### config.mk
export PLATFORM = sky130hd
export DESIGN_NAME = duallane_mac
export DESIGN_NICKNAME = d
export VERILOG_FILES = /design/src/rtl/duallane_mac_pkg.sv /design/src/rtl/duallane_mac_ctrl.sv /design/src/rtl/duallane_mac_lane.sv /design/src/rtl/duallane_mac_datapath.sv /design/src/rtl/duallane_mac.sv
export SDC_FILE = /design/constraint.sdc
export NUM_CORES = 2
export LEC_CHECK = 0
export BUFFER_PORTS_ARGS = -buffer_cell sky130_fd_sc_hd__buf_2
export CAP_MARGIN = 40
export CORE_MARGIN = 2
export CORE_UTILIZATION = 50
export DETAILED_ROUTE_END_ITERATION = 10
export HOLD_SLACK_MARGIN = 0.06
export PLACE_DENSITY = 0.63
export REMOVE_ABC_BUFFERS = 1
export SETUP_SLACK_MARGIN = 0.15
export SYNTH_ARGS = -nofsm -noshare
export SYNTH_HDL_FRONTEND = slang
export SYNTH_SLANG_ARGS = --single-unit
### constraint.sdc
create_clock -name clk -period 28.4 [get_ports clk]
set_input_delay 1.42 -clock clk [delete_from_list [all_inputs] [get_ports clk]]
set_output_delay 1.42 -clock clk [all_outputs]
set_load 0.1 [all_outputs]
### src/rtl/duallane_mac_pkg.sv
package duallane_mac_pkg;

  typedef enum logic [1:0] {
    MODE_MIX   = 2'd0,
    MODE_MERGE = 2'd1,
    MODE_CONV  = 2'd2,
    MODE_XFORM = 2'd3
  } macMode_t;

  // Where a multiplier input half-word is taken from
  typedef enum logic [2:0] {
    SRC_A_LO = 3'd0,
    SRC_A_HI = 3'd1,
    SRC_B_LO = 3'd2,
    SRC_B_HI = 3'd3,
    SRC_TAP  = 3'd4
  } srcSel_t;

  localparam int NUM_COEF  = 4;
  localparam int NUM_BOUND = 4;

  // Strobes from control to datapath. src[lane][term]
  typedef struct packed {
    logic [NUM_COEF-1:0]  coefLoad;
    logic [NUM_BOUND-1:0] boundLoad;
    logic                 step;
    logic                 clear;
    logic                 tapShift;
    srcSel_t [1:0][1:0]   src;
  } ctrlStrobe_t;

endpackage

### src/rtl/duallane_mac_ctrl.sv
module duallane_mac_ctrl
  import duallane_mac_pkg::*;
#(
  parameter int ADDR_W = 3
) (
  input  logic              clk,
  input  logic              rstN,
  input  logic              cfgWe,
  input  logic [ADDR_W-1:0] cfgAddr,
  input  logic              inValid,
  input  logic [1:0]        opMode,
  input  logic              accClr,
  output ctrlStrobe_t       strobe,
  output logic              outValid
);

  macMode_t mode;
  assign mode = macMode_t'(opMode);

  always_comb begin
    strobe = '0;
    for (int i = 0; i < NUM_COEF; i++) begin
      strobe.coefLoad[i] = cfgWe && (cfgAddr == ADDR_W'(i));
    end
    for (int i = 0; i < NUM_BOUND; i++) begin
      strobe.boundLoad[i] = cfgWe && (cfgAddr == ADDR_W'(NUM_COEF + i));
    end
    strobe.step     = inValid;
    strobe.clear    = accClr;
    strobe.tapShift = inValid && (mode == MODE_CONV);
    unique case (mode)
      MODE_MIX: begin
        strobe.src[0][0] = SRC_B_LO;
        strobe.src[0][1] = SRC_A_LO;
        strobe.src[1][0] = SRC_B_HI;
        strobe.src[1][1] = SRC_A_HI;
      end
      MODE_MERGE: begin
        strobe.src[0][0] = SRC_B_HI;
        strobe.src[0][1] = SRC_B_LO;
        strobe.src[1][0] = SRC_A_HI;
        strobe.src[1][1] = SRC_A_LO;
      end
      MODE_CONV: begin
        strobe.src[0][0] = SRC_A_LO;
        strobe.src[0][1] = SRC_TAP;
        strobe.src[1][0] = SRC_A_HI;
        strobe.src[1][1] = SRC_A_LO;
      end
      default: begin
        strobe.src[0][0] = SRC_A_HI;
        strobe.src[0][1] = SRC_A_LO;
        strobe.src[1][0] = SRC_A_HI;
        strobe.src[1][1] = SRC_A_LO;
      end
    endcase
  end

  always_ff @(posedge clk) begin
    if (!rstN) outValid <= 1'b0;
    else       outValid <= inValid;
  end

endmodule

### src/rtl/duallane_mac_lane.sv
module duallane_mac_lane #(
  parameter int HALF_W = 16,
  parameter int COEF_W = 16,
  parameter int LANE_W = 32
) (
  input  logic              clk,
  input  logic              rstN,
  input  logic              step,
  input  logic              clear,
  input  logic [HALF_W-1:0] x0,
  input  logic [HALF_W-1:0] x1,
  input  logic [COEF_W-1:0] c0,
  input  logic [COEF_W-1:0] c1,
  input  logic              dataSigned,
  input  logic              coefSigned,
  input  logic [1:0]        bpSel,
  input  logic [LANE_W-1:0] boundMin,
  input  logic [LANE_W-1:0] boundMax,
  output logic [LANE_W-1:0] acc,
  output logic              sat
);

  localparam int EXT_W     = ((HALF_W > COEF_W) ? HALF_W : COEF_W) + 1;
  localparam int PROD_W    = 2 * EXT_W;
  localparam int SUM_W     = PROD_W + 1;
  localparam int ACC_W     = ((SUM_W > LANE_W) ? SUM_W : LANE_W) + 2;
  localparam int SHIFT_MID = HALF_W - 1;
  localparam int SHIFT_TOP = 2 * (HALF_W - 1);
  localparam logic signed [PROD_W-1:0] RND_MID = PROD_W'(1) <<< (SHIFT_MID - 1);
  localparam logic signed [PROD_W-1:0] RND_TOP = PROD_W'(1) <<< (SHIFT_TOP - 1);

  function automatic logic signed [PROD_W-1:0] scaledProduct(
    input logic [HALF_W-1:0] x,
    input logic [COEF_W-1:0] c,
    input logic              ds,
    input logic              cs,
    input logic [1:0]        bp
  );
    logic signed [EXT_W-1:0]  xe;
    logic signed [EXT_W-1:0]  ce;
    logic signed [PROD_W-1:0] xw;
    logic signed [PROD_W-1:0] cw;
    logic signed [PROD_W-1:0] p;
    xe = EXT_W'($signed({ds & x[HALF_W-1], x}));
    ce = EXT_W'($signed({cs & c[COEF_W-1], c}));
    xw = PROD_W'(xe);
    cw = PROD_W'(ce);
    p  = xw * cw;
    case (bp)
      2'd0:    scaledProduct = p;
      2'd1:    scaledProduct = (p + RND_MID) >>> SHIFT_MID;
      default: scaledProduct = (p + RND_TOP) >>> SHIFT_TOP;
    endcase
  endfunction

  logic signed [PROD_W-1:0] prod0;
  logic signed [PROD_W-1:0] prod1;
  logic signed [SUM_W-1:0]  term;
  logic signed [ACC_W-1:0]  prevAcc;
  logic signed [ACC_W-1:0]  nextAcc;
  logic signed [ACC_W-1:0]  limLo;
  logic signed [ACC_W-1:0]  limHi;
  logic signed [ACC_W-1:0]  limited;
  logic                     hitLimit;
  logic [LANE_W-1:0]        accQ;
  logic                     satQ;

  always_comb begin
    prod0   = scaledProduct(x0, c0, dataSigned, coefSigned, bpSel);
    prod1   = scaledProduct(x1, c1, dataSigned, coefSigned, bpSel);
    term    = SUM_W'(prod0) + SUM_W'(prod1);
    prevAcc = ACC_W'($signed(accQ));
    nextAcc = clear ? ACC_W'(term) : (prevAcc + ACC_W'(term));
    limLo   = ACC_W'($signed(boundMin));
    limHi   = ACC_W'($signed(boundMax));
    if (nextAcc < limLo) begin
      limited  = limLo;
      hitLimit = 1'b1;
    end else if (nextAcc > limHi) begin
      limited  = limHi;
      hitLimit = 1'b1;
    end else begin
      limited  = nextAcc;
      hitLimit = 1'b0;
    end
  end

  always_ff @(posedge clk) begin
    if (!rstN) begin
      accQ <= '0;
      satQ <= 1'b0;
    end else if (step) begin
      accQ <= LANE_W'(limited);
      if (hitLimit) satQ <= 1'b1;
    end
  end

  assign acc = accQ;
  assign sat = satQ;

endmodule

### src/rtl/duallane_mac_datapath.sv
module duallane_mac_datapath
  import duallane_mac_pkg::*;
#(
  parameter int HALF_W = 16,
  parameter int COEF_W = 16,
  parameter int LANE_W = 32
) (
  input  logic                clk,
  input  logic                rstN,
  input  ctrlStrobe_t         strobe,
  input  logic [LANE_W-1:0]   cfgData,
  input  logic [2*HALF_W-1:0] wordA,
  input  logic [2*HALF_W-1:0] wordB,
  input  logic                dataSigned,
  input  logic                coefSigned,
  input  logic [1:0]          bpSel,
  output logic [2*LANE_W-1:0] outData,
  output logic [1:0]          satFlag
);

  localparam int NUM_LANES = 2;
  localparam logic [LANE_W-1:0] FULL_MIN = {1'b1, {(LANE_W-1){1'b0}}};
  localparam logic [LANE_W-1:0] FULL_MAX = {1'b0, {(LANE_W-1){1'b1}}};

  logic [COEF_W-1:0] coefQ  [NUM_COEF];
  logic [LANE_W-1:0] boundQ [NUM_BOUND];
  logic [HALF_W-1:0] tapQ;

  always_ff @(posedge clk) begin
    if (!rstN) begin
      for (int i = 0; i < NUM_COEF; i++) coefQ[i] <= '0;
      for (int i = 0; i < NUM_BOUND; i++) boundQ[i] <= i[0] ? FULL_MAX : FULL_MIN;
      tapQ <= '0;
    end else begin
      for (int i = 0; i < NUM_COEF; i++)
        if (strobe.coefLoad[i]) coefQ[i] <= cfgData[COEF_W-1:0];
      for (int i = 0; i < NUM_BOUND; i++)
        if (strobe.boundLoad[i]) boundQ[i] <= cfgData;
      if (strobe.tapShift) tapQ <= wordA[2*HALF_W-1:HALF_W];
    end
  end

  function automatic logic [HALF_W-1:0] pickHalf(
    input srcSel_t           s,
    input logic [2*HALF_W-1:0] a,
    input logic [2*HALF_W-1:0] b,
    input logic [HALF_W-1:0] t
  );
    case (s)
      SRC_A_LO: pickHalf = a[HALF_W-1:0];
      SRC_A_HI: pickHalf = a[2*HALF_W-1:HALF_W];
      SRC_B_LO: pickHalf = b[HALF_W-1:0];
      SRC_B_HI: pickHalf = b[2*HALF_W-1:HALF_W];
      default:  pickHalf = t;
    endcase
  endfunction

  for (genvar g = 0; g < NUM_LANES; g++) begin : gLane
    logic [HALF_W-1:0] x0;
    logic [HALF_W-1:0] x1;
    logic [LANE_W-1:0] laneAcc;
    logic              laneSat;

    assign x0 = pickHalf(strobe.src[g][0], wordA, wordB, tapQ);
    assign x1 = pickHalf(strobe.src[g][1], wordA, wordB, tapQ);

    duallane_mac_lane #(
      .HALF_W(HALF_W),
      .COEF_W(COEF_W),
      .LANE_W(LANE_W)
    ) uLane (
      .clk       (clk),
      .rstN      (rstN),
      .step      (strobe.step),
      .clear     (strobe.clear),
      .x0        (x0),
      .x1        (x1),
      .c0        (coefQ[2*g]),
      .c1        (coefQ[2*g+1]),
      .dataSigned(dataSigned),
      .coefSigned(coefSigned),
      .bpSel     (bpSel),
      .boundMin  (boundQ[2*g]),
      .boundMax  (boundQ[2*g+1]),
      .acc       (laneAcc),
      .sat       (laneSat)
    );

    assign outData[g*LANE_W +: LANE_W] = laneAcc;
    assign satFlag[g] = laneSat;
  end

endmodule

### src/rtl/duallane_mac.sv
module duallane_mac
  import duallane_mac_pkg::*;
#(
  parameter int HALF_W = 16,
  parameter int COEF_W = 16,
  parameter int LANE_W = 32,
  parameter int ADDR_W = 3
) (
  input  logic                clk,
  input  logic                rstN,
  input  logic                cfgWe,
  input  logic [ADDR_W-1:0]   cfgAddr,
  input  logic [LANE_W-1:0]   cfgData,
  input  logic                inValid,
  input  logic [1:0]          opMode,
  input  logic                accClr,
  input  logic                dataSigned,
  input  logic                coefSigned,
  input  logic [1:0]          bpSel,
  input  logic [2*HALF_W-1:0] wordA,
  input  logic [2*HALF_W-1:0] wordB,
  output logic                outValid,
  output logic [2*LANE_W-1:0] outData,
  output logic [1:0]          satFlag
);

  ctrlStrobe_t strobe;

  duallane_mac_ctrl #(.ADDR_W(ADDR_W)) uCtrl (
    .clk     (clk),
    .rstN    (rstN),
    .cfgWe   (cfgWe),
    .cfgAddr (cfgAddr),
    .inValid (inValid),
    .opMode  (opMode),
    .accClr  (accClr),
    .strobe  (strobe),
    .outValid(outValid)
  );

  duallane_mac_datapath #(
    .HALF_W(HALF_W),
    .COEF_W(COEF_W),
    .LANE_W(LANE_W)
  ) uDp (
    .clk       (clk),
    .rstN      (rstN),
    .strobe    (strobe),
    .cfgData   (cfgData),
    .wordA     (wordA),
    .wordB     (wordB),
    .dataSigned(dataSigned),
    .coefSigned(coefSigned),
    .bpSel     (bpSel),
    .outData   (outData),
    .satFlag   (satFlag)
  );

endmodule

# Word-level counts from Yosys, hierarchy flattened
# Memories as Yosys holds them, arrays and structs flattened.
# Index checks and enable logic that the tools add are counted.
# Widths: inputs -> output; s select.
[word_totals] ff_bits=83 word_cells=136 latch_bits=0 mem_count=2 output_inout_bits=67 input_bits=110 rom_bits=0 mem_bits_rw=192
[memory_table] name="uDp.boundQ" words=4 word_bits=32 read_ports=4 rd_ports_with_merged_regs=0 write_ports=4 line="duallane_mac_datapath.sv:26" rtl="logic [LANE_W-1:0] boundQ [NUM_BOUND];"
[memory_table] name="uDp.coefQ" words=4 word_bits=16 read_ports=4 rd_ports_with_merged_regs=0 write_ports=4 line="duallane_mac_datapath.sv:25" rtl="logic [COEF_W-1:0] coefQ [NUM_COEF];"
[op_classes] muxes=52 eq_ne=22 add_sub_neg=12 reduce_logical=18 magnitude_cmp=4 n_mul=4 bitwise_logic=16 div=0 shifts=0
[ops] operator="$pmux 34 s2" count=4
[ops] operator="$mux 32" count=8
[ops] operator="$pmux 16 s4" count=4
[ops] operator="$add 34x16->34 const B" count=4
[ops] operator="$add 34x31->34 const B" count=4
[ops] operator="$mul 17x17->34" count=4
[ops] operator="$gt 37x32->1" count=2
[ops] operator="$lt 37x32->1" count=2
[ops] operator="$mux 37" count=2
[ops] operator="$add 32x35->36" count=2
[ops] operator="$add 34x34->35" count=2
[ops] operator="$mux 16" count=4
[ops] operator="$pmux 10 s3" count=1
[ops] operator="$mux 1" count=29
[ops] operator="$eq 3x2->1 const B" count=8
[ops] operator="$logic_not 3->1" count=5
[ops] operator="$eq 3x1->1 const B" count=4
[ops] operator="$eq 3x3->1 const B" count=4
[ops] operator="$logic_and 1x1->1" count=9
[ops] operator="$and 1x1->1" count=8
[ops] operator="$or 1x1->1" count=8
[ops] operator="$eq 1x2->1 const B" count=2
[ops] operator="$eq 2x1->1 const B" count=2
[ops] operator="$logic_not 2->1" count=2
[ops] operator="other kinds (3)" count=4

# Logic depth before layout (Yosys ltp)
[logic_depth] word_depth=15 depth_mapped=74

# Hierarchy
# From an unflattened synthesis, not the netlist that was laid out.
[unflattened] hier_cells=8383 hier_area_um2=73299.0
[modules_own_cells] module="duallane_mac_lane (uDp.gLane[0].uLane)" cells_each=3807 seq_area_each_um2=660.6 area_per_inst_um2=31536.5 n_inst=1
[modules_own_cells] module="duallane_mac_lane (uDp.gLane[1].uLane)" cells_each=3801 seq_area_each_um2=660.6 area_per_inst_um2=31485.2 n_inst=1
[modules_own_cells] module="duallane_mac_datapath" cells_each=748 seq_area_each_um2=6085.8 area_per_inst_um2=10047.1 n_inst=1
[modules_own_cells] module="duallane_mac_ctrl" cells_each=27 seq_area_each_um2=20.0 area_per_inst_um2=230.2 n_inst=1

# Worst setup path before layout
# OpenSTA, ideal clock, no wires.
[synth_path] path_type="input -> register" from="in opMode[0]" to="reg uDp.gLane[0].uLane.accQ[7]" stages=65 path_buffers=6 arrival_time_ps=15965 required_time_ps=28281 setup_slack_ps=12316 path_cell_list="inv_1 ha_1 clkbuf_1 or4_1 clkbuf_1 a31oi_1 and2_1 clkbuf_1 nand2_1 fa_1 inv_1 fa_1 fa_1 fa_1 fa_1 inv_1 fa_1 inv_1 (+29 left out) o311a_1 a311o_1 a2111oi_0 nor2_1 xnor2_1 o21ai_0 ha_1 a21o_1 a21oi_1 nor2b_1 o21ai_0 nand4b_1 a21oi_1 nor2_1 clkbuf_1 mux2_2 a21oi_1 nor2_1"
[synth_between] elab_chain_len=14 word_cells_on_any_way=31
[synth_lines] item="from (decl)" line="duallane_mac.sv:15" rtl="input logic [1:0] opMode,"
[synth_lines] item="$eq 2x2->1 (tied with other cells)" line="duallane_mac_ctrl.sv:31" rtl="unique case (mode)"
[synth_lines] item="$pmux 10 s3 *" line="duallane_mac_ctrl.sv:31"
[synth_lines] item="$eq 3x2->1 (tied with other cells)" line="duallane_mac_datapath.sv:49" rtl="case (s)"
[synth_lines] item="$pmux 16 s4" line="duallane_mac_datapath.sv:49"
[synth_lines] item="$and 1x1->1" line="duallane_mac_lane.sv:44" rtl="xe = EXT_W'($signed({ds & x[HALF_W-1], x}));"
[synth_lines] item="$mul 17x17->34" line="duallane_mac_lane.sv:48" rtl="p = xw * cw;"
[synth_lines] item="$add 34x31->34 or $add 34x16->34 (tied branches)" line="duallane_mac_lane.sv:52, duallane_mac_lane.sv:51"
[synth_lines] item="$pmux 34 s2" line="duallane_mac_lane.sv:49" rtl="case (bp)"
[synth_lines] item="$add 34x34->35 *" line="duallane_mac_lane.sv:71" rtl="term = SUM_W'(prod0) + SUM_W'(prod1);"
[synth_lines] item="$add 32x35->36" line="duallane_mac_lane.sv:73" rtl="nextAcc = clear ? ACC_W'(term) : (prevAcc + ACC_W'(term));"
[synth_lines] item="$mux 37 *" line="duallane_mac_lane.sv:73"
[synth_lines] item="$gt 37x32->1" line="duallane_mac_lane.sv:79" rtl="end else if (nextAcc > limHi) begin"
[synth_lines] item="$mux 32" line="duallane_mac_lane.sv:79"
[synth_lines] item="$mux 32 *" line="duallane_mac_lane.sv:76" rtl="if (nextAcc < limLo) begin"
[synth_lines] item="to (signal assigned)" line="duallane_mac_lane.sv:93" rtl="accQ <= LANE_W'(limited);"
[synth_lines] item="to (decl)" line="duallane_mac_lane.sv:65" rtl="logic [LANE_W-1:0] accQ;"
# Mark *: on every way between the ends. The rest lies on a longest branch, timed or not.
# A chain may end at the register's enable or synchronous reset.

# Worst setup path in the final report
[layout_path] from="in opMode[0]" to="reg uDp.gLane[0].uLane.accQ[25]"
# The elaborated chain is that of the path after synthesis.

==> flow_summary.ini <==
[setup_path]
cp_slowest_cell = fa_1
r2r_start = uDp.coefQ[1][15]
crit_buf_inv = 8
cp-start-kind = input pin
cp.arrival_ns = 20.00
r2r_cells = 53
crit_required_ns = 28.89
cp-end-kind = flop
crit_family = compound AO/OA/AOI/OAI gates
path_class = input pin to flop
slowest_delay_ns = 0.77
r2r_slack_ns = 11.10
r2r_end = uDp.gLane[0].uLane.acc[25]
crit_fanout = 45

[synthesis]
avgSynthCellArea_sq_um = 8.70
synth_area_leaders = fa_1 33%, ha_1 11%, edfxtp_1 8.1%, inv_1 7.9%, and2_1 5.2%
yosysSeqAreaShare_pct = 10.4
synth.largest_area_cell = fa_1
synth_cells = 8202
synth.most_common_cell = inv_1
ys_ff_latch = 275
synth_edf_count = 192
yosys-top-cells-count = 1492 x inv_1, 1188 x fa_1, 877 x nand2_1
async_flop_share_pct = 0
synthFlopType = edfxtp_1
synth_warnings = 0
syn_area_sq_mm = 0.0713
synth_cell_types = 102
synth_top_area_share_pct = 33.3

[cts]
cts_buffers = 37
cts_tree = built
cts_resized = 0
clk_pin_slew_ns = 0.07
cts_sinks = 275
clockRootBuffer = clkbuf_16
ctsHoldBuffers = 0
cts_setup_buffers = 0
h-tree-depth = 2
worstSkewPairLatency_ns = 0.63
cts.path.max_buffers = 3

[floorplan]
ioPinCount = 177
fp.dieW_um = 382
rows = 138
core_area_sq_mm = 0.142
die-area_sq_mm = 0.146
start_util_pct = 50.4
die_h_um = 382

[global_route]
grt_util_met1_pct = 43.3
track_usage_pct = 33.1
grt_pass1_vias = 60200
grt_start_max_net_pins = 68
grt_busiest_layer = met2
grtUsageMet3_pct = 5.06
grt.met2_usage_pct = 54.3
grt_overflow = 0
grt_pass1_wl_mm = 369
antenna_found_initial = 37

[route]
drt_iter0_drc = 4886
via_per_inst = 5.87
via_count = 59400
drc = 0
final_antenna_net_count = 0
drt_wl_total_mm = 240
firstDrtPassIters = 8
detail_route.wl_per_cell_um = 23.8

[sta]
finalSetupViolCount = 0
min_period_ns = 19.51
fmax_mhz = 51.3
drv_slew = 0
tns_ns = 0
finalClockSkew_ns = 0.0463
slew_headroom_pct = 37.0
fin_crit_sh_pct = 68.7
rsz0062_at_grt = no
worst_pin_slew_ns = 0.945
hold_viol = 0

[hold_path]
worstHoldStart = uDp.gLane[1].uLane.sat
hold_depth = 2
whs_endpoint = uDp.gLane[1].uLane.sat
min_path_type = flop to flop

[final_layout]
area_growth_pct = 5.82
final_cells = 10100
final_nets = 10100
layout-drive-gt1-share_pct = 6.31

[place]
hpwl_mm = 199
dp_cells = 10000
portBuffers = 176
gp_congestion = 0.972

[job]
drv_cap = 0

[outcome]
outcome = completed
==> worst reg2reg max path, delay by kind of cell, from the launching register on <==
kind | cells | cell delay [ns]
compound gates | 24 | 7.04
xor+xnor | 3 | 0.80
fa+ha+maj | 10 | 4.23
buf+inv | 4 | 0.46
flops | 1 | 0.83
simple gates | 12 | 3.81
==> logic make-up (layout without fill, tap and decap cells) <==
logic type      Yosys count  in the layout  share of synthesized area (%)
compound gates         1395           1395                           12.7
xor+xnor                319            319                           3.92
fa+ha+maj              1821           1821                           44.5
buf+inv                1838           1823                           9.72
flops                   275            275                           10.4
mux                     113            113                           1.73
other cells               0             29                              0
simple gates           2441           2441                           17.1
==> sequential cells by signal, summed over array words and instances (netlist names) <==
signal,cells
uDp.tapQ,16
uDp.boundQ,128
uDp.gLane.uLane.sat,2
uCtrl.outValid,1
uDp.coefQ,64
uDp.gLane.uLane.acc,64
==> cell usage in the layout, fill, tap and decap left out, drive strengths merged, types with 89 or more instances in the layout <==
master and n:
inv 1497, fa 1188, nand2 877, ha 633, and2 596, a21oi 374, nor2 334, o21ai 320
buf 261, xnor2 206, edfxtp 192, a21o 170, xor2 113, or3 89
==> through the flow <==
stage	cell area, sq um	utilization, %	hold WS [ns]	worst slack (ns)
after CTS	75400	53.2	0.471	9.17
after detailed placement	74100	52.4	0.463	8.59
final	75500	53.3	0.466	8.89
after floorplan	70000	-	0.450	10.29
after global placement	73900	52.2	0.451	8.79
after global routing	75400	53.3	0.496	7.85
==> metal layers <==
metal,vias to the layer above,share of wire [%],wire length [um]
met1,29900,40,95500
met3,518,7.9,18900
li1,26400,-,-
met4,24,5.1,12300
met2,2484,47,113000
met5,-,0.070,167
==> layout make-up <==
cell class / count / area, sq um
Timing Repair Buffer: 261 / 1630
Fill cell: 13400 / 66100
Multi-Input combinational cell: 6089 / 57100
Inverter: 1494 / 5610
Sequential cell: 275 / 7430
Tap cell: 1890 / 2360
Antenna cell: 29 / 72.6
Clock buffer: 51 / 1050
Clock inverter: 17 / 215
==> worst max-delay path by stage <==
stage               startpoint                          to  slack (ns)  depth (start not counted)
floorplan            opMode[0]  uDp.gLane[1].uLane.acc[30]       10.29                         62
global placement     opMode[0]  uDp.gLane[0].uLane.acc[25]        8.79                         58
detailed placement   opMode[0]  uDp.gLane[0].uLane.acc[25]        8.59                         61
CTS                  opMode[0]  uDp.gLane[0].uLane.acc[28]        9.17                         61
global route         opMode[0]  uDp.gLane[0].uLane.acc[28]        7.85                         61
finish               opMode[0]  uDp.gLane[0].uLane.acc[25]        8.89                         61
Power is not shown: default switching activity piles up to over one toggle a cycle in this logic, so the estimate is an artifact.
